[src/rtl/iotrap_pkg.sv]
package iotrap_pkg;
    typedef enum logic [1:0] {
        ST_RUN  = 2'd0,
        ST_WAIT = 2'd1,
        ST_SMI  = 2'd2
    } trap_state_e;
endpackage

[src/rtl/iotrap_regs.sv]
module iotrap_regs #(
    parameter int NUM_DEV  = 3,
    parameter int IDX_W    = 8,
    parameter logic [IDX_W-1:0] IDX_IDLE = 8'h10,
    parameter logic [IDX_W-1:0] IDX_EN   = 8'h11
) (
    input  logic               clk,
    input  logic               rst_n,
    input  logic               reg_wr,
    input  logic [IDX_W-1:0]   reg_idx,
    input  logic [NUM_DEV-1:0] reg_wdata,
    input  logic [NUM_DEV-1:0] idle_tmo,
    output logic [NUM_DEV-1:0] idle_q,
    output logic [NUM_DEV-1:0] en_q
);
    logic wr_idle;
    logic wr_en;

    assign wr_idle = reg_wr && (reg_idx == IDX_IDLE);
    assign wr_en   = reg_wr && (reg_idx == IDX_EN);

    for (genvar i = 0; i < NUM_DEV; i++) begin : g_idle
        always_ff @(posedge clk) begin
            if (!rst_n) begin
                idle_q[i] <= 1'b1;
            end else if (idle_tmo[i]) begin
                idle_q[i] <= 1'b0;
            end else if (wr_idle) begin
                idle_q[i] <= reg_wdata[i];
            end
        end
    end

    always_ff @(posedge clk) begin
        if (!rst_n) begin
            en_q <= '0;
        end else if (wr_en) begin
            en_q <= reg_wdata;
        end
    end

    // a timeout pulse leaves its idle bit cleared, whatever was written
    a_r3_pulse_clears: assert property (@(posedge clk) disable iff (!rst_n)
        (|idle_tmo) |=> ((idle_q & $past(idle_tmo)) == '0));

    // enable register holds its value without a write
    a_r2_en_hold: assert property (@(posedge clk) disable iff (!rst_n)
        !wr_en |=> $stable(en_q));
endmodule

[src/rtl/iotrap_fsm.sv]
module iotrap_fsm
    import iotrap_pkg::*;
(
    input  logic clk,
    input  logic rst_n,
    input  logic in_smi,
    input  logic trap_fire,
    output logic armed
);
    trap_state_e state_q;
    trap_state_e state_d;

    always_ff @(posedge clk) begin
        if (!rst_n) begin
            state_q <= ST_RUN;
        end else begin
            state_q <= state_d;
        end
    end

    always_comb begin
        state_d = state_q;
        unique case (state_q)
            ST_RUN: begin
                if (in_smi) begin
                    state_d = ST_SMI;
                end else if (trap_fire) begin
                    state_d = ST_WAIT;
                end
            end
            ST_WAIT: begin
                if (in_smi) begin
                    state_d = ST_SMI;
                end
            end
            ST_SMI: begin
                if (!in_smi) begin
                    state_d = ST_RUN;
                end
            end
            default: state_d = ST_RUN;
        endcase
    end

    always_comb begin
        armed = (state_q == ST_RUN);
    end

    // a fired trap leaves the machine disarmed on the next cycle
    a_r7_disarm_after_fire: assert property (@(posedge clk) disable iff (!rst_n)
        trap_fire |=> !armed);

    // the first cycle after the handler ends is never armed
    a_r9_no_replay_edge: assert property (@(posedge clk) disable iff (!rst_n)
        $fell(in_smi) |-> !armed);
endmodule

[src/rtl/iotrap_status.sv]
module iotrap_status #(
    parameter int NUM_DEV = 3,
    parameter int IDX_W   = 8,
    parameter logic [IDX_W-1:0] IDX_STAT = 8'h12
) (
    input  logic               clk,
    input  logic               rst_n,
    input  logic               reg_wr,
    input  logic [IDX_W-1:0]   reg_idx,
    input  logic [NUM_DEV-1:0] reg_wdata,
    input  logic [NUM_DEV-1:0] cause_set,
    output logic [NUM_DEV-1:0] status_q
);
    logic [NUM_DEV-1:0] clr_mask;

    assign clr_mask = (reg_wr && (reg_idx == IDX_STAT)) ? reg_wdata : '0;

    always_ff @(posedge clk) begin
        if (!rst_n) begin
            status_q <= '0;
        end else begin
            status_q <= (status_q & ~clr_mask) | cause_set;
        end
    end

    // every recorded cause is visible the cycle after it is set
    a_r8_cause_recorded: assert property (@(posedge clk) disable iff (!rst_n)
        (|cause_set) |=> ((status_q & $past(cause_set)) == $past(cause_set)));

    // bits not cleared and not set stay put
    a_r8_sticky: assert property (@(posedge clk) disable iff (!rst_n)
        ((clr_mask == '0) && (cause_set == '0)) |=> $stable(status_q));
endmodule

[src/rtl/iotrap_top.sv]
module iotrap_top #(
    parameter int NUM_DEV = 3,
    parameter int IDX_W   = 8,
    parameter logic [IDX_W-1:0] IDX_IDLE = 8'h10,
    parameter logic [IDX_W-1:0] IDX_EN   = 8'h11,
    parameter logic [IDX_W-1:0] IDX_STAT = 8'h12
) (
    input  logic               clk,
    input  logic               rst_n,
    input  logic               reg_wr,
    input  logic [IDX_W-1:0]   reg_idx,
    input  logic [NUM_DEV-1:0] reg_wdata,
    output logic [NUM_DEV-1:0] reg_rdata,
    input  logic               io_strobe,
    input  logic [NUM_DEV-1:0] dev_sel,
    input  logic               in_smi,
    input  logic [NUM_DEV-1:0] idle_tmo,
    output logic               trap_req,
    output logic [NUM_DEV-1:0] trap_status
);
    logic [NUM_DEV-1:0] idle_q;
    logic [NUM_DEV-1:0] en_q;
    logic [NUM_DEV-1:0] hit_vec;
    logic [NUM_DEV-1:0] cause_set;
    logic               armed;
    logic               fire;

    iotrap_regs #(
        .NUM_DEV  (NUM_DEV),
        .IDX_W    (IDX_W),
        .IDX_IDLE (IDX_IDLE),
        .IDX_EN   (IDX_EN)
    ) u_regs (
        .clk       (clk),
        .rst_n     (rst_n),
        .reg_wr    (reg_wr),
        .reg_idx   (reg_idx),
        .reg_wdata (reg_wdata),
        .idle_tmo  (idle_tmo),
        .idle_q    (idle_q),
        .en_q      (en_q)
    );

    iotrap_fsm u_fsm (
        .clk       (clk),
        .rst_n     (rst_n),
        .in_smi    (in_smi),
        .trap_fire (fire),
        .armed     (armed)
    );

    iotrap_status #(
        .NUM_DEV  (NUM_DEV),
        .IDX_W    (IDX_W),
        .IDX_STAT (IDX_STAT)
    ) u_status (
        .clk       (clk),
        .rst_n     (rst_n),
        .reg_wr    (reg_wr),
        .reg_idx   (reg_idx),
        .reg_wdata (reg_wdata),
        .cause_set (cause_set),
        .status_q  (trap_status)
    );

    assign hit_vec   = dev_sel & ~idle_q & en_q & {NUM_DEV{io_strobe}};
    assign fire      = armed && !in_smi && (|hit_vec);
    assign cause_set = fire ? hit_vec : '0;
    assign trap_req  = fire;

    always_comb begin
        unique case (reg_idx)
            IDX_IDLE: reg_rdata = idle_q;
            IDX_EN:   reg_rdata = en_q;
            IDX_STAT: reg_rdata = trap_status;
            default:  reg_rdata = '0;
        endcase
    end

    // no request while the handler runs
    a_r6_quiet_in_smi: assert property (@(posedge clk) disable iff (!rst_n)
        trap_req |-> !in_smi);

    // a request needs a strobe to an asleep, enabled device
    a_r4_gate: assert property (@(posedge clk) disable iff (!rst_n)
        trap_req |-> (io_strobe && ((dev_sel & ~idle_q & en_q) != '0)));

    // requests are single-cycle pulses
    a_r7_single_pulse: assert property (@(posedge clk) disable iff (!rst_n)
        trap_req |=> !trap_req);

    // no request during or straight out of reset
    a_r1_reset_quiet: assert property (@(posedge clk)
        !rst_n |=> !trap_req);
endmodule

[config.mk]
export PLATFORM = sky130hd
export DESIGN_NAME = iotrap_top
export DESIGN_NICKNAME = d
export VERILOG_FILES = /design/src/rtl/iotrap_pkg.sv /design/src/rtl/iotrap_regs.sv /design/src/rtl/iotrap_fsm.sv /design/src/rtl/iotrap_status.sv /design/src/rtl/iotrap_top.sv
export SDC_FILE = /design/constraint.sdc
export NUM_CORES = 1
export LEC_CHECK = 0
export BUFFER_PORTS_ARGS = -buffer_cell sky130_fd_sc_hd__buf_2
export CAP_MARGIN = 25
export CORE_MARGIN = 2
export CORE_UTILIZATION = 45
export DETAILED_ROUTE_END_ITERATION = 12
export HOLD_SLACK_MARGIN = 0.15
export PLACE_DENSITY = 0.78
export REMOVE_ABC_BUFFERS = 1
export SETUP_SLACK_MARGIN = 0.02
export SYNTH_ARGS = -nofsm -noshare
export SYNTH_HDL_FRONTEND = slang
export SYNTH_SLANG_ARGS = --single-unit
[constraint.sdc]
create_clock -name clk -period 2.47 [get_ports clk]
set_input_delay 0.741 -clock clk [delete_from_list [all_inputs] [get_ports clk]]
set_output_delay 0.741 -clock clk [all_outputs]
set_load 0.02 [all_outputs]
# ---- Word level (Yosys, flattened, before mapping)
# Cells that the tools add are included.
dict set report word_totals {
  reg_bits 11
  input_bits 22
  out_inout_bits 7
  word_cells 47
}
dict set report op_classes {
  eq_ne 8
  n_mux 14
  n_bitwise 7
  n_reduce_logical 12
}
# cell n
set ops {}
lappend ops {{$eq A8 B5 Y1 const B} 3}
lappend ops {{$and A3 B3 Y3} 4}
lappend ops {{$pmux W3 S3} 1}
lappend ops {{$mux W2} 4}
lappend ops {{$mux W1} 6}
lappend ops {{$mux W3} 2}
lappend ops {{$not A3 Y3} 2}
lappend ops {{$pmux W2 S3} 1}
lappend ops {{$reduce_bool A2 Y1} 3}
lappend ops {{$logic_and A1 B1 Y1} 5}
lappend ops {{$ne A2 B2 Y1 const B} 2}
lappend ops {{$ne A3 B2 Y1 const B} 1}
lappend ops {{$or A3 B3 Y3} 1}
lappend ops {{$reduce_and A3 Y1} 1}
lappend ops {{$reduce_or A3 Y1} 1}
lappend ops {{$eq A2 B1 Y1 const B} 1}
lappend ops {{$eq A2 B2 Y1 const B} 1}
lappend ops {{$logic_not A2 Y1} 1}
lappend ops {{$logic_not A1 Y1} 1}

# ---- Depth between registers and ports, before layout
# Gate-level depths: netlist (run 1).
dict set report depth {
  word_depth 9
  depth_mapped 4
  ltp_nobuf 3
}

# ---- Hierarchy
# From an unflattened synthesis (run 1), not the netlist that was laid out.
dict set report hier_totals {
  cells_unflattened 75
  area_unflattened_um2 666.9
}
# mod instances cells_per_inst area_per_inst_um2 seq_area_each_um2
set modules_own_cells {}
lappend modules_own_cells {iotrap_regs 1 33 304.0 120.1}
lappend modules_own_cells {iotrap_top 1 20 150.1 0.0}
lappend modules_own_cells {iotrap_status 1 15 141.4 60.1}
lappend modules_own_cells {iotrap_fsm 1 7 71.3 40.0}

# ---- Least setup slack after synthesis (run 1)
# Ideal clock, no wire load.
dict set report synth_path {
  path_kind {input to output}
  start {input reg_idx[0]}
  end {output reg_rdata[1]}
  arrival_ps 1685
  required_time_ps 1729
  slack_ps 44
  cell_stages 4
  path_buffers 1
  cell_sequence {clkbuf_1 mux2i_1 or2_2 a21oi_1}
}
dict set report synth_via {
  elab_chain_cells 2
  elab_cells_between_ends 4
  cone_classes {eq/ne (3); mux (1)}
}
# item line_no
set synth_rtl {}
lappend synth_rtl {{from (decl)} iotrap_top.sv:11} ;# input logic [IDX_W-1:0] reg_idx,
lappend synth_rtl {{$eq A8 B5 Y1} iotrap_top.sv:72} ;# unique case (reg_idx)
lappend synth_rtl {{$pmux W3 S3 (*)} iotrap_top.sv:72}
lappend synth_rtl {{to (decl)} iotrap_top.sv:13} ;# output logic [NUM_DEV-1:0] reg_rdata,
# Mark *: on every way between the ends. The rest lies on a longest branch, timed or not.

# ---- Final worst setup path (run 1)
dict set report layout_path {
  start {input in_smi}
  end {output trap_req}
}
dict set report layout_via {
  elab_chain_cells 3
}
# item line_no
set layout_rtl {}
lappend layout_rtl {{from (decl)} iotrap_top.sv:16} ;# input logic in_smi,
lappend layout_rtl {{$logic_not A1 Y1} n/a}
lappend layout_rtl {{$logic_and A1 B1 Y1 (2 in series)} iotrap_top.sv:67} ;# assign fire = armed && !in_smi && (|hit_vec);
lappend layout_rtl {{to (decl)} iotrap_top.sv:18} ;# output logic trap_req,
# No other way between the ends.

==> metrics, run 1 <==
status finished clean; worst-case reg-to-reg path depth 4; # IOs 29; simple-gate portion of the synthesized area 30.78%; Adder-Cell Fraction of Synth Area 0%; Die Y between 40 and 50 um; max_slew headroom a little over three fifths; synth-to-layout area growth 27.43%; Final Hold Vio Count 0; Worst-Skew Late Latency 0.27 ns; number of DRC markers in iteration 0 8; Final setup viols 0; hold crit path type reg -> reg; grt met1 use 22.60%; Post-DRT Antenna Nets 0; HP Start u_fsm.state_q[0]; largest family of logic cells by synthesized area simple AND/OR/NAND/NOR gates; core area 1350 um2; number of fill cells 118; Hold Buf Count CTS 0; Critical R2R Capture u_status.status_q[1]; Max-cap violations 0; WHS Endpoint u_fsm.state_q[1]; Min Hold Slack ~0.45 ns; vias in the first global route 601; Initial Utilization 49.68%; non-filler cells, final 123; clock skew 0.0005745 ns; CP arrival 1.67 ns; PD cells 430.9 nW/um2; row cnt 13; Final Cycle Share 97.63%; Period minus WS final 2.411 ns; CTS clk-pin slew, worst paths roughly 0.07 ns; library cells used by synthesis 26; GP Congestion approximately 0.77; fmax 414.7 MHz; Port Buf Inserts 28; worst vdd rail ir drop 274.9 uV; Avg Cell Area, Syn 8.598 um2; total global-route track usage between 10% and 20%; RSZ-0062 raised after global routing no; met2 Use GR 29.54%; clock root buffer clkbuf_4; Placed Cells incl. Taps 119; Async SR Flop Fraction 0%; die width 42.61 um; Register Area roughly 220 um2; clk sink count 11; Post-CTS Resized 2; Mapped Cells slightly below 80; hold depth 1; Post-synth EDFFs 0; first-pass GRT wire length 2511 um; Flop pwr share 50.4%; reg2reg start u_fsm.state_q[1]; multi-input logic area between 400 and 500 um2; clock share of power 33.3%; Synth Area in Compound Gates 24.07%; net switching fraction of the power 24.89%; Num CTS Buffers 3; Internal Power between 0.2 and 0.3 mW; Seq/Total Area, Yosys 32.84%; Final TNS setup 0 ns; ys flop type dfxtp_1; fin util 63.30%; routed len/inst 11.97 um; worst-case clock buffer depth 2; grt met3 use 6.897%; final wirelength 1472 um; most frequent cells in the layout 27 x buf_2, 11 x dfxtp_1, 10 x nand2_1; TritonCTS clock tree yes; Worst-Margin Slew 0.5481 ns; CP required 1.73 ns; Setup Fix Bufs, Post-CTS 0; XOR/XNOR share of the synthesized area 0%; Net Sw Power just over 0.09 mW; DRC viols 0; grt peak-use layer met2; R2R Setup Slk 1.06 ns; DP Wirelength 1238 um; Layout Nets about 130; layout cells sized above 1 a little under two fifths; Worst setup SP type input port; Syn. warnings 0; #FFs+latches synth 11; grt ovf 0; ant diodes 0; initial antenna violation count 0; fin. max-slew vios 0; CP max FO 2; largest net degree at the start of global routing 15; drt first pass iters 4; Die Area roughly 1800 um2; commonest non-fill, non-tap cell in the layout buf_2; critical path class in -> out; vias 675; Leak Pwr roughly 0.38 nW; H-tree depth 1; Post-Syn Area about 670 um2; mux cell area share after synthesis around 9%; Setup crit end kind output pin; Comb power frac about 16%; mean number of vias per cell 5.488
-- synth_stat cells, types with 2 or more instances --
cell	number	share of area, %
nand2_1	10	5.6
a311o_1	3	4.5
o21ai_1	3	2.2
nand2b_1	3	2.8
clkbuf_1	3	1.7
nor2_1	6	3.4
o21ai_0	3	2.2
mux2i_1	6	9.0
o221a_2	3	5.0
nor2b_1	4	3.7
nand3b_1	3	3.4
or2_2	2	1.9
a21oi_1	6	4.5
dfxtp_1	11	33
-- state kept, by name (all words and copies together), names as in the netlist --
signal / flops
u_regs.en_q: 3
u_regs.idle_q: 3
u_status.status_q: 3
u_fsm.state_q: 2
-- worst max-delay path, stage by stage --
cell and delay (ns):
buf_2 0.10, or4b_4 0.50, a31oi_4 0.17, buf_4 0.16
-- logic make-up after synthesis --
| family | after synthesis |
|---|---|
| AOI/OAI and AO/OA | 21 |
| muxes | 6 |
| buffers and inverters | 4 |
| DFF | 11 |
| and+or+nand+nor | 36 |
-- how the worst max path moves through the flow --
| stage | from | to | slack (ns) |
|---|---|---|---|
| final | in_smi | trap_req | 0.06 |
| after global routing | in_smi | trap_req | 0.03 |
| after CTS | in_smi | trap_req | 0.05 |
| after detailed placement | in_smi | trap_req | -0.005 |
| after global placement | in_smi | trap_req | 0.008 |
| after floorplan | in_smi | trap_req | 0.12 |
-- power groups by stage --
stage	clock network, mW	registers [mW]	logic [mW]
after CTS	0.129	0.185	0.0603
after global placement	0	0.189	0.0584
final	0.123	0.186	0.0599
after global routing	0.140	0.186	0.0663
after detailed placement	0	0.189	0.0593
after floorplan	0	0.188	0.0288
-- final cells by class --
cell class / instances / share of cell area [%]
sequential: 11 / 25.77
multi-input combinational: 63 / 50.51
timing repair buffer: 30 / 18.45
clock buffer: 4 / 3.075
tap: 15 / 2.196
-- metrics by stage --
step           cell area, um2  power (mW)  setup WS [ns]
2_1_floorplan           648.1      0.2173         0.1173
3_3_place_gp            822.0      0.2478       0.007526
3_5_place_dp            822.0      0.2488      -0.004506
4_1_cts                 854.6      0.3751        0.05270
5_1_grt                 854.6      0.3923        0.03408
6_report                854.6      0.3683        0.05854
-- layer usage --
metal / wire (um) / share of wire [%]
met1: 692 / 47
met2: 689 / 47
met5: 0 / 0
met4: 18 / 1.2
met3: 71 / 4.8
(Power assumes the default switching activity.)
==> inputs of run 2 (changes only) <==
--- a/config.mk
+++ b/config.mk
@@ -8,10 +8,12 @@
 export BUFFER_PORTS_ARGS = -buffer_cell sky130_fd_sc_hd__buf_2
 export CAP_MARGIN = 25
 export CORE_MARGIN = 2
-export CORE_UTILIZATION = 45
+export CORE_UTILIZATION = 48
+export CTS_BUF_LIST = sky130_fd_sc_hd__clkbuf_2 sky130_fd_sc_hd__clkbuf_4 sky130_fd_sc_hd__clkbuf_8
+export CTS_CLUSTER_SIZE = 28
 export DETAILED_ROUTE_END_ITERATION = 12
 export HOLD_SLACK_MARGIN = 0.15
-export PLACE_DENSITY = 0.78
+export PLACE_DENSITY = 0.83
 export REMOVE_ABC_BUFFERS = 1
 export SETUP_SLACK_MARGIN = 0.02
 export SYNTH_ARGS = -nofsm -noshare
==> metrics, run 2 (same netlist as run 1, synthesis figures left out) <==
status finished clean; met2 Use GR 37.89% (+8.4 points); CP required 1.73 ns (about the same); Hold Buf Count CTS 0 (unchanged); die width 41.38 um (-2.9%); Layout Nets 131 (unchanged); Final setup viols 0 (unchanged); max_slew headroom 59.22% (-3.9 points); Die Area 1712 um2 (-5.7%); clock skew 0.001077 ns (+0.0005022 ns); grt met3 use 9.574% (+2.7 points); Final Cycle Share 97.52% (-0.11 points); number of DRC markers in iteration 0 14 (+6); H-tree depth 1 (unchanged); routed len/inst 12.62 um (+5.4%); Worst setup SP type input port; grt peak-use layer met2; Final Cell Area 862.1 um2 (+0.88%); most frequent cells in the layout 27 x buf_2, 11 x dfxtp_1, 10 x nand2_1, 6 x nor2_1, 6 x mux2i_1; vias in the first global route 594 (-1.2%); final wirelength 1552 um (+5.4%); first-pass GRT wire length 2318 um (-7.7%); number of fill cells 119 (+0.85%); clock root buffer clkbuf_4; Period minus WS final 2.409 ns (-0.002819 ns); grt met1 use 22.58% (about the same); layout cells sized above 1 39.81% (+1.9 points); ant diodes 0 (unchanged); worst-case clock buffer depth 2 (unchanged); RSZ-0062 raised after global routing no; mean number of vias per cell 5.374 (-2.1%); row cnt 13 (unchanged); PD cells 438.3 nW/um2 (+1.7%); fmax 415.2 MHz (+0.12%); DRC viols 0 (unchanged); Max-cap violations 0 (unchanged); Setup Fix Bufs, Post-CTS 0 (unchanged); placed instance area 822.0 um2 (unchanged); largest registers u_regs.en_q: 3 flops, u_regs.idle_q: 3 flops, u_status.status_q: 3 flops; fin. max-slew vios 0 (unchanged); grt ovf 0 (unchanged); DP Wirelength 1270 um (+2.6%); CP max FO 2 (unchanged); Num CTS Buffers 3 (unchanged); synth-to-layout area growth 28.54%; Post-DRT Antenna Nets 0 (unchanged); drt first pass iters 4 (unchanged); CP arrival 1.67 ns (about the same); critical path class in -> out; Die Y 41.38 um (-2.9%); largest net degree at the start of global routing 15 (unchanged); Final Hold Vio Count 0 (unchanged); hold crit path type reg -> reg; total global-route track usage 21.18% (+2.8 points); Leak Pwr 0.3852 nW (+0.87%); # IOs 29 (unchanged); Initial Utilization 51.54% (+1.9 points); CTS clk-pin slew, worst paths 0.07 ns (about the same); total chip power 0.3779 mW (+2.6%); Worst-Skew Late Latency 0.26 ns (about the same); Port Buf Inserts 28 (unchanged); Worst-Margin Slew 0.6066 ns (+0.05848 ns); commonest non-fill, non-tap cell in the layout buf_2; GP Congestion 0.7759 (+0.30%); TritonCTS clock tree yes; worst vdd rail ir drop 384.9 uV (+40%); vias 661 (-2.1%); clk sink count 11 (unchanged); Setup crit end kind output pin; initial antenna violation count 0 (unchanged); core area 1301 um2 (-3.6%)
-- run 2: metal layers --
metal	part of all wire, %	up-vias
li1	-	348
met1	39	300
met2	56	13
met3	4.3	0
met4	0	0
met5	0	-
-- run 2: final timing paths --
kind	startpoint	to	slack (ns)	cells after the start
setup / recovery	in_smi	trap_req	0.06	4
hold / removal	u_fsm.state_q[0]	u_fsm.state_q[1]	0.46	1
setup reg to reg	u_fsm.state_q[1]	u_status.status_q[1]	1.04	4
hold reg to reg	u_fsm.state_q[0]	u_fsm.state_q[1]	0.46	1
-- run 2: critical path, cell delays in order --
cell,delay [ns]
buf_2,0.11
or4b_4,0.50
a31oi_4,0.16
buf_4,0.16
-- run 2: through the flow --
step	setup TNS [ns]	instances	setup slack, ns	hold WS [ns]	util, %
2_1_floorplan	0	74	0.1173	0.4161	-
3_3_place_gp	0	119	0.01272	0.4305	63.17
3_5_place_dp	-0.008473	119	-0.008473	0.4408	63.17
4_1_cts	0	123	0.05920	0.4556	65.96
5_1_grt	0	123	0.02929	0.4913	66.25
6_report	0	123	0.06136	0.4559	66.25
-- run 2: final cells by class --
type | instances | area, um2 | share of cell area [%]
repair buffers | 30 | 157.7 | 18.29
multi-input cells | 63 | 435.4 | 50.51
flip-flops and latches | 11 | 220.2 | 25.54
clock buffers | 4 | 30.03 | 3.483
well taps | 15 | 18.77 | 2.177
-- run 2: where the power goes --
| group | internal [mW] | switching (mW) |
|---|---|---|
| sequential | 0.182 | 0.00324 |
| clock | 0.0735 | 0.0580 |
| combinational | 0.0320 | 0.0291 |
| total | 0.288 | 0.0903 |
-- run 2: what timing repair did --
item,CTS,global route
resized for setup,2,1
gates cloned,0,0
setup endpoints to repair,1,1
pin swaps,0,0
==> inputs of run 3 (changes only) <==
--- a/config.mk
+++ b/config.mk
@@ -8,12 +8,11 @@
 export BUFFER_PORTS_ARGS = -buffer_cell sky130_fd_sc_hd__buf_2
 export CAP_MARGIN = 25
 export CORE_MARGIN = 2
-export CORE_UTILIZATION = 48
-export CTS_BUF_LIST = sky130_fd_sc_hd__clkbuf_2 sky130_fd_sc_hd__clkbuf_4 sky130_fd_sc_hd__clkbuf_8
+export CORE_UTILIZATION = 45
 export CTS_CLUSTER_SIZE = 28
 export DETAILED_ROUTE_END_ITERATION = 12
 export HOLD_SLACK_MARGIN = 0.15
-export PLACE_DENSITY = 0.83
+export PLACE_DENSITY = 0.78
 export REMOVE_ABC_BUFFERS = 1
 export SETUP_SLACK_MARGIN = 0.02
 export SYNTH_ARGS = -nofsm -noshare
==> constraint.sdc (replaced) <==
create_clock -name clk -period 2.7 [get_ports clk]
set_input_delay 0.81 -clock clk [delete_from_list [all_inputs] [get_ports clk]]
set_output_delay 0.81 -clock clk [all_outputs]
set_load 0.02 [all_outputs]
==> metrics, run 3 (same netlist as run 1, synthesis figures left out) <==
Placed Cells incl. Taps 118 (-0.84%); critical path class in -> out; CP arrival 1.82 ns (+0.15 ns); total chip power 0.3351 mW (-11%); fin. max-slew vios 0 (unchanged); TritonCTS clock tree yes; CP max FO 3 (+1); grt ovf 0 (unchanged); routed len/inst 12.49 um (-1.0%); Max-cap violations 0 (unchanged); core area 1350 um2 (+3.7%); non-filler cells, final 122 (-0.81%); die width 42.61 um (+3.0%); clock root buffer clkbuf_4; CP required 1.89 ns (+0.16 ns); synth-to-layout area growth 25.37%; RSZ-0062 raised after global routing no; slowest stage delay, CP 0.54 ns (+0.04 ns); largest registers u_regs.en_q: 3 flops, u_regs.idle_q: 3 flops, u_status.status_q: 3 flops; Setup crit end kind output pin; Final Cycle Share 97.35%; H-tree depth 1 (unchanged); Slowest-stage cell, CP or4b_1; # IOs 29 (unchanged); Initial Utilization 49.68% (-1.9 points); vias in the first global route 639 (+7.6%); total global-route track usage 18.80% (-2.4 points); fmax 380.5 MHz; Leak Pwr 0.3758 nW (-2.4%); DP Wirelength 1282 um (+0.96%); ant diodes 0 (unchanged); Post-CTS Resized 0 (-2); drt first pass iters 4 (unchanged); worst vdd rail ir drop 440.6 uV (+14%); Final setup viols 0 (unchanged); Worst setup SP type input port; Period minus WS final 2.628 ns; Die Y 42.61 um (+3.0%); crit-path cells buf_2 > or4b_1 > a31oi_4 > buf_2; most frequent cells in the layout 28 x buf_2, 11 x dfxtp_1, 10 x nand2_1; cell family with most CP delay simple AND/OR/NAND/NOR gates; Hold Buf Count CTS 0 (unchanged); number of fill cells 120 (+0.84%); clk sink count 11 (unchanged); worst-case reg-to-reg path depth 4 (unchanged); layout cells sized above 1 36.45% (-3.4 points); Die Area 1815 um2 (+6.0%); GP Congestion 0.7907 (+1.9%); worst-case clock buffer depth 2 (unchanged); placed instance area 814.5 um2 (-0.91%); initial antenna violation count 0 (unchanged); Worst-Skew Late Latency 0.27 ns (about the same); Setup Fix Bufs, Post-CTS 0 (unchanged); Worst-Margin Slew 0.5534 ns (-0.05318 ns); DRC viols 0 (unchanged); Crit path depth 4 (unchanged); final wirelength 1524 um (-1.8%); status finished clean; vias 698 (+5.6%); hold crit path type reg -> reg; row cnt 13 (unchanged); Num CTS Buffers 3 (unchanged); mean number of vias per cell 5.721 (+6.5%); Layout Nets 130 (-0.76%); CTS clk-pin slew, worst paths 0.07 ns (about the same); Final TNS setup 0 ns (unchanged); PD cells 398.6 nW/um2 (-9.1%); first-pass GRT wire length 2628 um (+13%); clock skew 0.006385 ns (+0.005308 ns); largest net degree at the start of global routing 15 (unchanged); Final Cell Area 840.8 um2 (-2.5%); Final Hold Vio Count 0 (unchanged); hold depth 1 (unchanged); WP buf/inv 2 (unchanged); commonest non-fill, non-tap cell in the layout buf_2; Post-DRT Antenna Nets 0 (unchanged); critical path's most frequent cell buf_2; number of DRC markers in iteration 0 5 (-9); Port Buf Inserts 28 (unchanged); max_slew headroom 62.80% (+3.6 points)
==> run 3: cell type report <==
type / instances / area [um2] / area share [%]
timing repair buffer: 29 / 147.6 / 17.56
multi-input combinational: 63 / 427.9 / 50.89
tap: 15 / 18.77 / 2.232
clock buffer: 4 / 26.28 / 3.125
sequential: 11 / 220.2 / 26.19
==> run 3: final timing paths <==
kind                                to  slack [ns]             start
setup / recovery              trap_req        0.07            in_smi
hold / removal        u_fsm.state_q[1]        0.45  u_fsm.state_q[0]
hold reg to reg       u_fsm.state_q[1]        0.45  u_fsm.state_q[0]
setup reg to reg  u_status.status_q[2]        1.21  u_fsm.state_q[1]
==> run 3: power by group <==
| part | leakage (nW) | total [mW] | switching (mW) | internal, mW |
|---|---|---|---|---|
| Clock | 0.0150 | 0.112 | 0.0548 | 0.0571 |
| Sequential | 0.0897 | 0.170 | 0.00318 | 0.167 |
| Combinational | 0.271 | 0.0535 | 0.0258 | 0.0277 |
| Total | 0.376 | 0.335 | 0.0838 | 0.251 |
==> run 3: worst register-to-register path, cell delays in order, from the launching register on <==
cell and delay [ns]:
dfxtp_1 0.33, or4b_1 0.59, buf_4 0.19, o21ai_1 0.13
o221a_2 0.20
==> run 3: routing by layer <==
metal | vias to the layer above | wire [um] | track usage, %
met4 | 0 | 0 | 0
met1 | 326 | 656 | 21.24
met2 | 23 | 781 | 34.46
met5 | - | 0 | 0
met3 | 0 | 87 | 8.190
li1 | 349 | - | -
==> run 3: per-stage QoR <==
step                hold slack, ns  worst slack [ns]  utilization (%)
finish                      0.4481           0.07157            62.28
floorplan                   0.4161            0.2093                -
CTS                         0.4479           0.06413            62.28
detailed placement          0.4386           0.06437            60.33
global placement            0.4339           0.09331            60.33
global route                0.4958           0.03485            62.28
